--- src/rtl/rl_pkg.sv ---
package rl_pkg;

   typedef enum logic [1:0] {
      SEL_PKT_COST  = 2'd0,
      SEL_WORD_COST = 2'd1,
      SEL_LIMIT     = 2'd2,
      SEL_NONE      = 2'd3
   } rl_sel_e;

   localparam int TOKEN_SHIFT = 8;

   function automatic int max3(input int a, input int b, input int c);
      int m;
      m = (a > b) ? a : b;
      return (m > c) ? m : c;
   endfunction

endpackage

--- src/rtl/rl_cfg_regs.sv ---
module rl_cfg_regs
   import rl_pkg::*;
#(
   parameter int PORT_W  = 6,
   parameter int MY_PORT = 5,
   parameter int PC_W    = 16,
   parameter int WC_W    = 16,
   parameter int LIM_W   = 24,
   parameter int CFG_W   = 24
) (
   input  logic              clk,
   input  logic              rst_n,
   input  logic              wr_en,
   input  logic [PORT_W-1:0] wr_port,
   input  logic [1:0]        wr_sel,
   input  logic [CFG_W-1:0]  wr_data,
   output logic              wr_hit,
   output logic [PC_W-1:0]   pkt_cost_q,
   output logic [WC_W-1:0]   word_cost_q,
   output logic [LIM_W-1:0]  lim_q,
   output logic [LIM_W-1:0]  lim_d
);

   localparam logic [PORT_W-1:0] OWN_ID = PORT_W'(MY_PORT);

   if (CFG_W < PC_W || CFG_W < WC_W || CFG_W < LIM_W) begin : g_bad_cfg_w
      $error("rl_cfg_regs: CFG_W narrower than a register");
   end
   if (MY_PORT >= (1 << PORT_W)) begin : g_bad_port
      $error("rl_cfg_regs: MY_PORT does not fit PORT_W");
   end

   rl_sel_e sel;
   assign sel    = rl_sel_e'(wr_sel);
   assign wr_hit = wr_en && (wr_port == OWN_ID) && (sel != SEL_NONE);

   always_comb begin
      lim_d = lim_q;
      if (wr_hit && sel == SEL_LIMIT) lim_d = wr_data[LIM_W-1:0];
   end

   always_ff @(posedge clk) begin
      if (!rst_n) begin
         pkt_cost_q  <= '0;
         word_cost_q <= '0;
         lim_q       <= '0;
      end else begin
         lim_q <= lim_d;
         if (wr_hit && sel == SEL_PKT_COST)  pkt_cost_q  <= wr_data[PC_W-1:0];
         if (wr_hit && sel == SEL_WORD_COST) word_cost_q <= wr_data[WC_W-1:0];
      end
   end

   assert_cfg_hold_R6: assert property (@(posedge clk) disable iff (!rst_n)
      !$past(wr_hit) |-> ($stable(pkt_cost_q) && $stable(word_cost_q) && $stable(lim_q)));

endmodule

--- src/rtl/rl_charge_calc.sv ---
module rl_charge_calc
   import rl_pkg::*;
#(
   parameter int PC_W    = 16,
   parameter int WC_W    = 16,
   parameter int WORDS_W = 11,
   parameter int ACC_W   = 33,
   parameter bit SHIFT_ADD = 0
) (
   input  logic               start,
   input  logic [WORDS_W-1:0] words,
   input  logic [PC_W-1:0]    pkt_cost,
   input  logic [WC_W-1:0]    word_cost,
   output logic [ACC_W-1:0]   charge
);

   if (ACC_W < PC_W + TOKEN_SHIFT + 1 || ACC_W < WC_W + WORDS_W + 1) begin : g_bad_acc
      $error("rl_charge_calc: ACC_W too narrow for the largest charge");
   end

   logic [ACC_W-1:0] pkt_part;
   logic [ACC_W-1:0] word_part;

   assign pkt_part = ACC_W'(pkt_cost) << TOKEN_SHIFT;

   if (SHIFT_ADD) begin : g_shift_add
      logic [ACC_W-1:0] partial [WORDS_W+1];
      assign partial[0] = '0;
      for (genvar b = 0; b < WORDS_W; b++) begin : g_bit
         assign partial[b+1] = partial[b] +
                               (words[b] ? (ACC_W'(word_cost) << b) : '0);
      end
      assign word_part = partial[WORDS_W];
   end else begin : g_mult
      assign word_part = ACC_W'(word_cost) * ACC_W'(words);
   end

   assign charge = start ? (pkt_part + word_part) : '0;

endmodule

--- src/rtl/rl_debt_acc.sv ---
module rl_debt_acc #(
   parameter int ACC_W = 33,
   parameter int DRAIN = 16
) (
   input  logic             clk,
   input  logic             rst_n,
   input  logic [ACC_W-1:0] charge,
   output logic [ACC_W-1:0] debt_q,
   output logic [ACC_W-1:0] debt_d
);

   localparam logic [ACC_W-1:0] DRAIN_V = ACC_W'(DRAIN);

   if (DRAIN < 1 || DRAIN >= (1 << 20)) begin : g_bad_drain
      $error("rl_debt_acc: DRAIN out of range");
   end

   logic [ACC_W-1:0] drained;
   logic [ACC_W:0]   sum;

   always_comb begin
      drained = (debt_q >= DRAIN_V) ? (debt_q - DRAIN_V) : '0;
      sum     = {1'b0, drained} + {1'b0, charge};
      debt_d  = sum[ACC_W] ? '1 : sum[ACC_W-1:0];
   end

   always_ff @(posedge clk) begin
      if (!rst_n) debt_q <= '0;
      else        debt_q <= debt_d;
   end

   assert_drain_bound_R4: assert property (@(posedge clk) disable iff (!rst_n)
      ({1'b0, debt_q} + {1'b0, DRAIN_V}) >= {1'b0, $past(debt_q)});

   assert_no_wrap_R8: assert property (@(posedge clk) disable iff (!rst_n)
      ($past(charge) != '0 && $past(debt_q) >= DRAIN_V) |->
         (debt_q > ($past(debt_q) - DRAIN_V)));

endmodule

--- src/rtl/port_rate_limiter.sv ---
module port_rate_limiter
   import rl_pkg::*;
#(
   parameter int PORT_W     = 6,
   parameter int MY_PORT    = 5,
   parameter int PC_W       = 16,
   parameter int WC_W       = 16,
   parameter int LIM_W      = 24,
   parameter int MAX_WORDS  = 1024,
   parameter int DRAIN      = 16,
   parameter bit PERMIT_REG = 1,
   parameter bit SHIFT_ADD  = 0,
   localparam int WORDS_W   = $clog2(MAX_WORDS + 1),
   localparam int CFG_W     = max3(PC_W, WC_W, LIM_W)
) (
   input  logic               clk,
   input  logic               rst_n,
   input  logic               cfg_we,
   input  logic [PORT_W-1:0]  cfg_port,
   input  logic [1:0]         cfg_sel,
   input  logic [CFG_W-1:0]   cfg_data,
   input  logic               pkt_start,
   input  logic [WORDS_W-1:0] pkt_words,
   output logic               send_ok
);

   localparam int ACC_W = max3(PC_W + TOKEN_SHIFT, WC_W + WORDS_W,
                               LIM_W + TOKEN_SHIFT) + 1;

   if (MAX_WORDS < 1) begin : g_bad_words
      $error("port_rate_limiter: MAX_WORDS must be positive");
   end

   logic              wr_hit;
   logic [PC_W-1:0]   pkt_cost_q;
   logic [WC_W-1:0]   word_cost_q;
   logic [LIM_W-1:0]  lim_q, lim_d;
   logic [ACC_W-1:0]  charge, debt_q, debt_d;

   rl_cfg_regs #(
      .PORT_W(PORT_W), .MY_PORT(MY_PORT), .PC_W(PC_W), .WC_W(WC_W),
      .LIM_W(LIM_W), .CFG_W(CFG_W)
   ) u_cfg (
      .clk(clk), .rst_n(rst_n), .wr_en(cfg_we), .wr_port(cfg_port),
      .wr_sel(cfg_sel), .wr_data(cfg_data), .wr_hit(wr_hit),
      .pkt_cost_q(pkt_cost_q), .word_cost_q(word_cost_q),
      .lim_q(lim_q), .lim_d(lim_d)
   );

   rl_charge_calc #(
      .PC_W(PC_W), .WC_W(WC_W), .WORDS_W(WORDS_W), .ACC_W(ACC_W),
      .SHIFT_ADD(SHIFT_ADD)
   ) u_charge (
      .start(pkt_start), .words(pkt_words), .pkt_cost(pkt_cost_q),
      .word_cost(word_cost_q), .charge(charge)
   );

   rl_debt_acc #(.ACC_W(ACC_W), .DRAIN(DRAIN)) u_acc (
      .clk(clk), .rst_n(rst_n), .charge(charge),
      .debt_q(debt_q), .debt_d(debt_d)
   );

   if (PERMIT_REG) begin : g_permit_reg
      logic permit_q;
      always_ff @(posedge clk) begin
         if (!rst_n) permit_q <= 1'b1;
         else        permit_q <= (debt_d >> TOKEN_SHIFT) <= ACC_W'(lim_d);
      end
      assign send_ok = permit_q;

      assert_permit_live_R5: assert property (@(posedge clk) disable iff (!rst_n)
         send_ok == ((debt_q >> TOKEN_SHIFT) <= ACC_W'(lim_q)));
   end else begin : g_permit_comb
      assign send_ok = (debt_q >> TOKEN_SHIFT) <= ACC_W'(lim_q);

      assert_permit_next_R5: assert property (@(posedge clk) disable iff (!rst_n)
         send_ok == $past((debt_d >> TOKEN_SHIFT) <= ACC_W'(lim_d)));
   end

   assert_fall_cause_R5: assert property (@(posedge clk) disable iff (!rst_n)
      $fell(send_ok) |-> ($past(pkt_start) || $past(wr_hit)));

endmodule

--- config.mk ---
export PLATFORM = sky130hd
export DESIGN_NAME = port_rate_limiter
export DESIGN_NICKNAME = d
export VERILOG_FILES = /design/src/rtl/rl_pkg.sv /design/src/rtl/rl_cfg_regs.sv /design/src/rtl/rl_charge_calc.sv /design/src/rtl/rl_debt_acc.sv /design/src/rtl/port_rate_limiter.sv
export SDC_FILE = /design/constraint.sdc
export NUM_CORES = 1
export LEC_CHECK = 0
export BUFFER_PORTS_ARGS = -buffer_cell sky130_fd_sc_hd__buf_2
export CORE_MARGIN = 2
export CORE_UTILIZATION = 51
export CTS_CLUSTER_DIAMETER = 50
export CTS_CLUSTER_SIZE = 8
export DETAILED_ROUTE_END_ITERATION = 8
export PLACE_DENSITY = 0.7
export REMOVE_ABC_BUFFERS = 1
export SYNTH_ARGS = -nofsm -noshare
export SYNTH_HDL_FRONTEND = slang
export SYNTH_HIERARCHICAL = 1
export SYNTH_SLANG_ARGS = --single-unit
--- constraint.sdc ---
create_clock -name clk -period 8.5 [get_ports clk]
set_input_delay 1.275 -clock clk [delete_from_list [all_inputs] [get_ports clk]]
set_output_delay 1.275 -clock clk [all_outputs]
set_load 0.05 [all_outputs]
==> flow_metrics.tcl, run 1 <==
set metrics [dict create \
    cts_tree "done" \
    antenna_found_initial 0 \
    status "completed" \
    htree_levels 3 \
    clockBufferDepth 2 \
    critPathMaxFanout 15 \
    io_pins 48 \
    syn_inst 1606 \
    post-route-min-period_ps 8430 \
    antenna_left 0 \
    grt_pass1_vias 12300 \
    vdd.ir_drop.worst_uv 157 \
    die_h_microns 165 \
    synth_area_sq_um 13200 \
    clk_pin_slew_ps 70 \
    grt_max_degree 58 \
    num_vias 11800 \
    grt_overflow_total 0 \
    coreArea_sq_um 25300 \
    ys.warnings.count 6 \
    crit_type "input port to flip-flop" \
    layout-drive-gt1-share 0.259 \
    hold_class "flip-flop to flip-flop" \
    syn_to_final_growth_pct 25.1 \
    clockRootBuffer "clkbuf_16" \
    cap_violations 0 \
    numCtsBuffers 9 \
    die_area_sq_um 27200 \
    cellLeakagePower_nw 8.35 \
    std_cell_rows 58 \
    grt_pass1_wl_microns 57700 \
    dp.cells 2105 \
    cp_common_cell "fa_1" \
    end_kind "flip-flop" \
    fin_skew_ps 7.39 \
    wl_per_cell_microns 16.8 \
    nNetsFinal 2131 \
    drtIter0Drc 921 \
    die_x_microns 165 \
    cpPeakStageDelay_ps 560 \
    power_density_nw_per_um2 151 \
    cp-start-kind "input port" \
    setup_tns_ps 0 \
    fill_cells 2068 \
    path_buf_inv 9 \
    fmax_mhz 119 \
    postLayoutCoreUtil 0.654 \
    crit_slowest_cell "fa_1" \
    drc 0 \
    drv_slew 0 \
    insertedDiodeCount 0 \
    finalSetupViolations 0 \
    place_congestion 0.948 \
    avgSynthCellArea_sq_um 8.21 \
    io_buffers 47 \
    arrival_ps 8730 \
    whs_ps 461 \
    start_util 0.522 \
    finalHoldViolCount 0 \
    avgViaCountPerCell 5.51 \
    hpwl_microns 28000 \
    worstMarginPinSlew_ps 1040 \
    finalNonFillerCells 2148 \
    required_ps 8800 \
    first_pass_iters 6 \
    drt_wl_total_microns 36200 \
    path_delay_family "adder cells" \
    rsz0062_at_grt "yes" \
    clock-sinks 90 \
    fin_crit_sh 0.992 \
    clk_latency_ps 360 \
    grt.total_usage 0.268 \
    slew_headroom 0.308 \
]
sequential cells by signal, indices dropped and copies added, names as in the netlist:
signal and count:
u_cfg/pkt_cost_q 16, u_cfg/lim_q 24, u_cfg/word_cost_q 16, u_acc/debt_q 33
send_ok 1
per-stage QoR:
stage                     cell area, sq um  total power, W  setup slack [ps]
after floorplan                      12800         0.00133              -367
after CTS                            15700         0.00236             0.783
final                                16500         0.00249              69.0
after global routing                 16500         0.00266              -225
after global placement               15000         0.00183              -624
after detailed placement             15000         0.00187              -756
where the power goes:
| part | internal (W) | leakage, nW | switching [W] |
|---|---|---|---|
| registers | 0.000491 | 0.734 | 0.0000623 |
| clock network | 0.000230 | 0.140 | 0.000193 |
| logic | 0.000738 | 7.47 | 0.000776 |
layout make-up:
class / count / area (sq um) / area share
multi-input cells: 1200 / 11000 / 0.665
well taps: 330 / 413 / 0.0250
flip-flops and latches: 90 / 1800 / 0.109
clock inverters: 7 / 77.6 / 0.00470
clock buffers: 9 / 225 / 0.0136
inverters: 243 / 912 / 0.0553
repair buffers: 269 / 2090 / 0.127
cell usage in the layout (no fill, tap or decap), types with 6 or more instances in the layout:
| cell | n |
|---|---|
| nor3_1 | 17 |
| mux2i_1 | 63 |
| fa_1 | 136 |
| buf_6 | 26 |
| o21a_1 | 38 |
| inv_1 | 226 |
| buf_2 | 37 |
| xnor2_1 | 33 |
| a21oi_1 | 57 |
| ha_1 | 97 |
| o21bai_1 | 7 |
| fa_2 | 8 |
| clkbuf_16 | 10 |
| buf_4 | 200 |
| o21ai_2 | 7 |
| a21o_1 | 29 |
| ha_4 | 27 |
| dfxtp_1 | 90 |
| a21oi_2 | 14 |
| nand3_1 | 15 |
| o21ai_1 | 7 |
| nand2_1 | 230 |
| nor2b_1 | 10 |
| mux2_2 | 25 |
| nand2_2 | 7 |
| nor3_2 | 6 |
| o21ai_0 | 25 |
| nor2_1 | 70 |
| and2_4 | 7 |
| xor2_1 | 21 |
| nor4_1 | 8 |
| nand3_2 | 6 |
| a31oi_1 | 8 |
| inv_2 | 17 |
| nand2b_1 | 25 |
| or3_1 | 7 |
| nand4_1 | 9 |
| and2_1 | 75 |
worst paths after layout:
check | from | endpoint | slack [ps] | depth (start not counted)
max | pkt_words[6] | send_ok$_SDFF_PN1_ | 70 | 35
min | u_cfg/lim_q[18]$_SDFF_PN0_ | u_cfg/lim_q[18]$_SDFF_PN0_ | 460 | 2
max reg2reg | u_cfg/word_cost_q[4]$_SDFFE_PN0P_ | send_ok$_SDFF_PN1_ | 420 | 35
min reg2reg | u_cfg/lim_q[18]$_SDFF_PN0_ | u_cfg/lim_q[18]$_SDFF_PN0_ | 460 | 2
repair_timing:
action,in CTS,in global routing
hold buffers,0,0
gates resized for setup,82,136
setup endpoints to repair,1,1
cloned,0,1
pin swaps,65,156
buffers inserted,7,19
routing by layer:
metal  track usage  wire, microns  vias up
li1              -              -     5609
met1         0.328          15100     5713
met2         0.472          17700      400
met3        0.0452           2050      114
met4        0.0988           1340        0
met5             0              0        -
worst register-to-register path, delay by kind of cell (launching register included):
kind	cells	cell delay (ps)
and+or+nand+nor	9	1360
DFF	1	430
adders and majority gates	8	3460
buffers and inverters	9	1090
AOI/OAI and AO/OA	8	1540
xor gates and xnor gates	1	130
(Power assumes the default switching activity.)
==> run 2: changes to the inputs <==
--- a/config.mk
+++ b/config.mk
@@ -5,6 +5,7 @@
 export SDC_FILE = /design/constraint.sdc
 export NUM_CORES = 1
 export LEC_CHECK = 0
+export ABC_AREA = 1
 export BUFFER_PORTS_ARGS = -buffer_cell sky130_fd_sc_hd__buf_2
 export CORE_MARGIN = 2
 export CORE_UTILIZATION = 51
==> run 2 against run 1 <==
Compared with the run above: sequential cell count did not move; cell area shrank 3.4%; setup slack better by 350 ps; largest cell class unchanged; register-to-register slack better by 430 ps; critical path type unchanged.
==> flow_metrics.tcl, run 2 <==
set metrics [dict create \
    status "completed" \
    end_kind "flip-flop" \
    drc 0 \
    die_x_microns 177 \
    rsz0062_at_grt "no" \
    cpPeakStageDelay_ps 550 \
    grt_overflow_total 0 \
    place_congestion 0.939 \
    cts_hold_buf 0 \
    start_util 0.516 \
    hpwl_microns 32500 \
    coreArea_sq_um 29500 \
    ys.warnings.count 6 \
    placed_cell_area_sq_um 15600 \
    seqCellArea_sq_um 1800 \
    antenna_found_initial 0 \
    drv_slew 0 \
    finalHoldViolCount 0 \
    cp_common_cell "nand2_1" \
    multi_input_area_sq_um 10400 \
    vdd.ir_drop.worst_uv 150 \
    grt_max_degree 53 \
    avgSynthCellArea_sq_um 6.13 \
    p_total_w 0.00239 \
    drt_wl_total_microns 39000 \
    whs_ps 515 \
    min_delay_worst_endpoint "u_cfg/pkt_cost_q[3]$_SDFFE_PN0P_" \
    finalSetupViolations 0 \
    power_density_nw_per_um2 150 \
    min_from "u_cfg/pkt_cost_q[3]$_SDFFE_PN0P_" \
    first_pass_iters 6 \
    layout_common_cells "nand2_1, inv_1, nor2_1, fa_1, ha_1" \
    num_vias 13900 \
    nNetsFinal 2793 \
    required_ps 8810 \
    r2r_end "send_ok$_SDFF_PN1_" \
    cp-start-kind "input port" \
    crit_type "input port to flip-flop" \
    antenna_left 0 \
    grt.total_usage 0.263 \
    arrival_ps 8400 \
    clk_latency_ps 360 \
    r2r_setup_slack_ps 850 \
    die_area_sq_um 31200 \
    worstMarginPinSlew_ps 997 \
    clockRootBuffer "clkbuf_16" \
    clk_pin_slew_ps 80 \
    cellLeakagePower_nw 10.1 \
    top_register "u_acc/debt_q" \
    fill_cells 3025 \
    finalNonFillerCells 2870 \
    fin_skew_ps 13.3 \
    post-route-min-period_ps 8080 \
    numCtsBuffers 9 \
    timing.rr.start "u_cfg/word_cost_q[1]$_SDFFE_PN0P_" \
    crit_slowest_cell "fa_1" \
    grt_pass1_wl_microns 65700 \
    largest_reg_flops 33 \
    worstHoldPathCells 4 \
    layout-drive-gt1-share 0.0662 \
    dp.cells 2853 \
    rr_worst_depth 35 \
    cts_tree "done" \
    drtIter0Drc 962 \
    synth_area_sq_um 15200 \
    post_cts_buffers 0 \
    clockBufferDepth 2 \
    syn_to_final_growth_pct 4.78 \
    fmax_mhz 124 \
    io_pins 48 \
    syn_inst 2481 \
    fin_ws_ps 416 \
    wl_per_cell_microns 13.6 \
    reg.largest.list "u_acc/debt_q (33), u_cfg/lim_q (24)" \
    die_h_microns 177 \
    hold_class "flip-flop to flip-flop" \
    mostFrequentLayoutCell "nand2_1" \
    io_buffers 47 \
    grt_pass1_vias 13600 \
    place_ws_ps -22.3 \
    avgViaCountPerCell 4.84 \
    slew_headroom 0.334 \
    fin_crit_sh 0.951 \
    clock-sinks 90 \
    final_area_sq_um 15900 \
    htree_levels 3 \
    critPathMaxFanout 16 \
    std_cell_rows 63 \
    cap_violations 0 \
]
-- run 2: how the worst max path moves through the flow --
stage / from / to / slack [ps] / cells past startpoint
final: pkt_words[7] / send_ok$_SDFF_PN1_ / 420 / 38
after global routing: pkt_words[7] / send_ok$_SDFF_PN1_ / 20 / 41
after CTS: pkt_words[10] / send_ok$_SDFF_PN1_ / 350 / 39
after detailed placement: pkt_words[10] / send_ok$_SDFF_PN1_ / -20 / 39
after global placement: pkt_words[10] / send_ok$_SDFF_PN1_ / 10 / 39
after floorplan: pkt_words[7] / send_ok$_SDFF_PN1_ / 1140 / 38
-- run 2: metal layers --
metal	global-route usage	wire, microns	vias up	part of all wire
met3	0.0305	2470	42	0.063
met2	0.450	17900	385	0.46
met1	0.361	18000	6431	0.46
met5	0	0	-	0
met4	0.0479	586	0	0.015
li1	-	-	7034	-
-- run 2: report_power, final --
group	internal, W	switching [W]	leakage [nW]
sequential	0.000495	0.0000613	0.734
clock	0.000201	0.000199	0.130
combinational	0.000507	0.000927	9.23
-- run 2: cell type report --
class                           count  area share
Antenna cell                        1    0.000157
Clock buffer                        9      0.0141
Clock inverter                      6     0.00330
Inverter                          710       0.168
Multi-Input combinational cell   1613       0.653
Sequential cell                    90       0.113
Tap cell                          390      0.0306
Timing Repair Buffer               51      0.0179
-- run 2: metrics by stage --
stage	TNS [ps]	utilization
2_1_floorplan	0	-
3_3_place_gp	0	0.530
3_5_place_dp	-22.3	0.530
4_1_cts	0	0.539
5_1_grt	0	0.541
6_report	0	0.541
-- run 2: what timing repair did --
| item | 4_1_cts | 5_1_grt |
|---|---|---|
| hold endpoints to repair | 0 | 0 |
| gates resized for setup | 0 | 16 |
| setup endpoints to repair | 0 | 1 |
-- run 2: worst max-delay path: cells and delay by family --
kind	cells	cell delay, ps
simple gates	21	2700
compound gates	2	170
buf+inv	7	550
fa+ha+maj	8	3650
==> run 3: changes to the inputs <==
--- a/config.mk
+++ b/config.mk
@@ -12,7 +12,8 @@
 export CTS_CLUSTER_DIAMETER = 50
 export CTS_CLUSTER_SIZE = 8
 export DETAILED_ROUTE_END_ITERATION = 8
-export PLACE_DENSITY = 0.7
+export MAX_ROUTING_LAYER = met4
+export PLACE_DENSITY_LB_ADDON = 0.3
 export REMOVE_ABC_BUFFERS = 1
 export SYNTH_ARGS = -nofsm -noshare
 export SYNTH_HDL_FRONTEND = slang
==> constraint.sdc (replaced) <==
create_clock -name clk -period 10.43 [get_ports clk]
set_input_delay 1.5645 -clock clk [delete_from_list [all_inputs] [get_ports clk]]
set_output_delay 1.5645 -clock clk [all_outputs]
set_load 0.05 [all_outputs]
==> run 3 against run 2 <==
Compared with the run above: wire length rose by 1.8%; sequential share of layout area about the same; total power is 19% lower; clock skew increased by 3.9 ps; sequential cell count stayed put; largest cell class unchanged; highest routed layer unchanged.
==> flow_metrics.tcl, run 3 (synthesized netlist as in run 2, its figures left out) <==
set metrics [dict create \
    clockBufferDepth 2 \
    post-route-min-period_ps 8700 \
    cpPeakStageDelay_ps 550 \
    std_cell_rows 63 \
    nNetsFinal 2788 \
    grt_max_degree 53 \
    r2r_end "send_ok$_SDFF_PN1_" \
    end_kind "flip-flop" \
    clk_pin_slew_ps 70 \
    min_delay_worst_endpoint "u_cfg/lim_q[20]$_SDFF_PN0_" \
    die_area_sq_um 31200 \
    drt_wl_total_microns 39700 \
    rr_worst_depth 35 \
    drtIter0Drc 819 \
    num_vias 13900 \
    clockRootBuffer "clkbuf_16" \
    mostFrequentLayoutCell "nand2_1" \
    path_buf_inv 6 \
    cellLeakagePower_nw 10.1 \
    numCtsBuffers 9 \
    reg.largest.list "u_acc/debt_q (33), u_cfg/lim_q (24)" \
    power_density_nw_per_um2 122 \
    worstHoldPathCells 4 \
    drc 0 \
    first_pass_iters 5 \
    io_pins 48 \
    avgViaCountPerCell 4.83 \
    htree_levels 3 \
    min_from "u_cfg/lim_q[20]$_SDFF_PN0_" \
    wl_per_cell_microns 13.8 \
    grt.total_usage 0.279 \
    post_cts_buffers 0 \
    required_ps 10740 \
    r2r_setup_slack_ps 2410 \
    top_register "u_acc/debt_q" \
    cap_violations 0 \
    p_total_w 0.00193 \
    rsz0062_at_grt "no" \
    io_buffers 47 \
    cp_common_cell "nand2_1" \
    grt_pass1_vias 13800 \
    cts_tree "done" \
    arrival_ps 9010 \
    clock-sinks 90 \
    grt_overflow_total 0 \
    layout-drive-gt1-share 0.0626 \
    finalSetupViolations 0 \
    hpwl_microns 33400 \
    cp-start-kind "input port" \
    place_congestion 0.986 \
    start_util 0.516 \
    postLayoutCoreUtil 0.538 \
    die_x_microns 177 \
    status "completed" \
    setup_tns_ps 0 \
    fmax_mhz 115 \
    timing.rr.start "u_cfg/word_cost_q[0]$_SDFFE_PN0P_" \
    syn_to_final_growth_pct 4.33 \
    path_delay_family "adder cells" \
    vdd.ir_drop.worst_uv 102 \
    antenna_found_initial 2 \
    drv_slew 0 \
    coreArea_sq_um 29500 \
    critPathMaxFanout 24 \
    grt_pass1_wl_microns 67500 \
    cts_resized 0 \
    slew_headroom 0.248 \
    crit_slowest_cell "fa_1" \
    crit_type "input port to flip-flop" \
    finalHoldViolCount 0 \
    layout_common_cells "nand2_1, inv_1, nor2_1, fa_1, ha_1" \
    die_h_microns 177 \
    antenna_left 0 \
    largest_reg_flops 33 \
    hold_class "flip-flop to flip-flop" \
    cts_hold_buf 0 \
    fin_crit_sh 0.835 \
    worstMarginPinSlew_ps 1130 \
    clk_latency_ps 370 \
    fin_skew_ps 17.2 \
]
## run 3: cell count changes in the layout (fill, tap and decap cells not counted), sizes merged
cell	previous run	this run
clkbuf	17	10
clkinvlp	2	0
inv	712	714
nand2	808	807
buf	43	47
diode	1	2
## run 3: worst max path at each step
stage / end / startpoint / slack (ps) / cells past startpoint
floorplan: send_ok$_SDFF_PN1_ / pkt_words[7] / 2780 / 38
global placement: send_ok$_SDFF_PN1_ / pkt_words[10] / 1570 / 39
detailed placement: send_ok$_SDFF_PN1_ / pkt_words[10] / 1440 / 39
CTS: send_ok$_SDFF_PN1_ / pkt_words[10] / 1800 / 37
global route: send_ok$_SDFF_PN1_ / pkt_words[10] / 1390 / 39
finish: send_ok$_SDFF_PN1_ / pkt_words[10] / 1730 / 36
## run 3: worst min-delay path: cells and delay by family (launching register included)
family / cells / cell delay (ps)
DFF: 1 / 300
and+or+nand+nor: 3 / 140
buffers and inverters: 1 / 40
## run 3: layer usage
metal,share of wire,global-route usage,wire [microns]
met1,0.46,0.375,18300
met2,0.46,0.460,18200
met3,0.067,0.0331,2660
met4,0.013,0.0499,533
met5,0,-,0
## run 3: area by class of cell
type | instances | area, sq um
Fill cell | 3051 | 13600
Multi-Input combinational cell | 1612 | 10400
Inverter | 710 | 2680
Sequential cell | 90 | 1800
Tap cell | 390 | 488
Timing Repair Buffer | 47 | 235
Clock buffer | 10 | 229
Clock inverter | 6 | 57.6
Antenna cell | 2 | 5.00
## run 3: report_power, final
part,total (W),switching [W],internal [W]
Clock,0.000331,0.000163,0.000168
Combinational,0.00115,0.000742,0.000405
Sequential,0.000457,0.0000533,0.000404
## run 3: stage by stage
step / area (sq um) / cells / setup slack, ps / hold slack [ps]
final: 15900 / 2867 / 1730 / 522
after global routing: 15900 / 2867 / 1390 / 542
after CTS: 15900 / 2865 / 1800 / 524
after detailed placement: 15600 / 2849 / 1440 / 510
after global placement: 15600 / 2849 / 1570 / 499
after floorplan: 14900 / 2412 / 2780 / 489
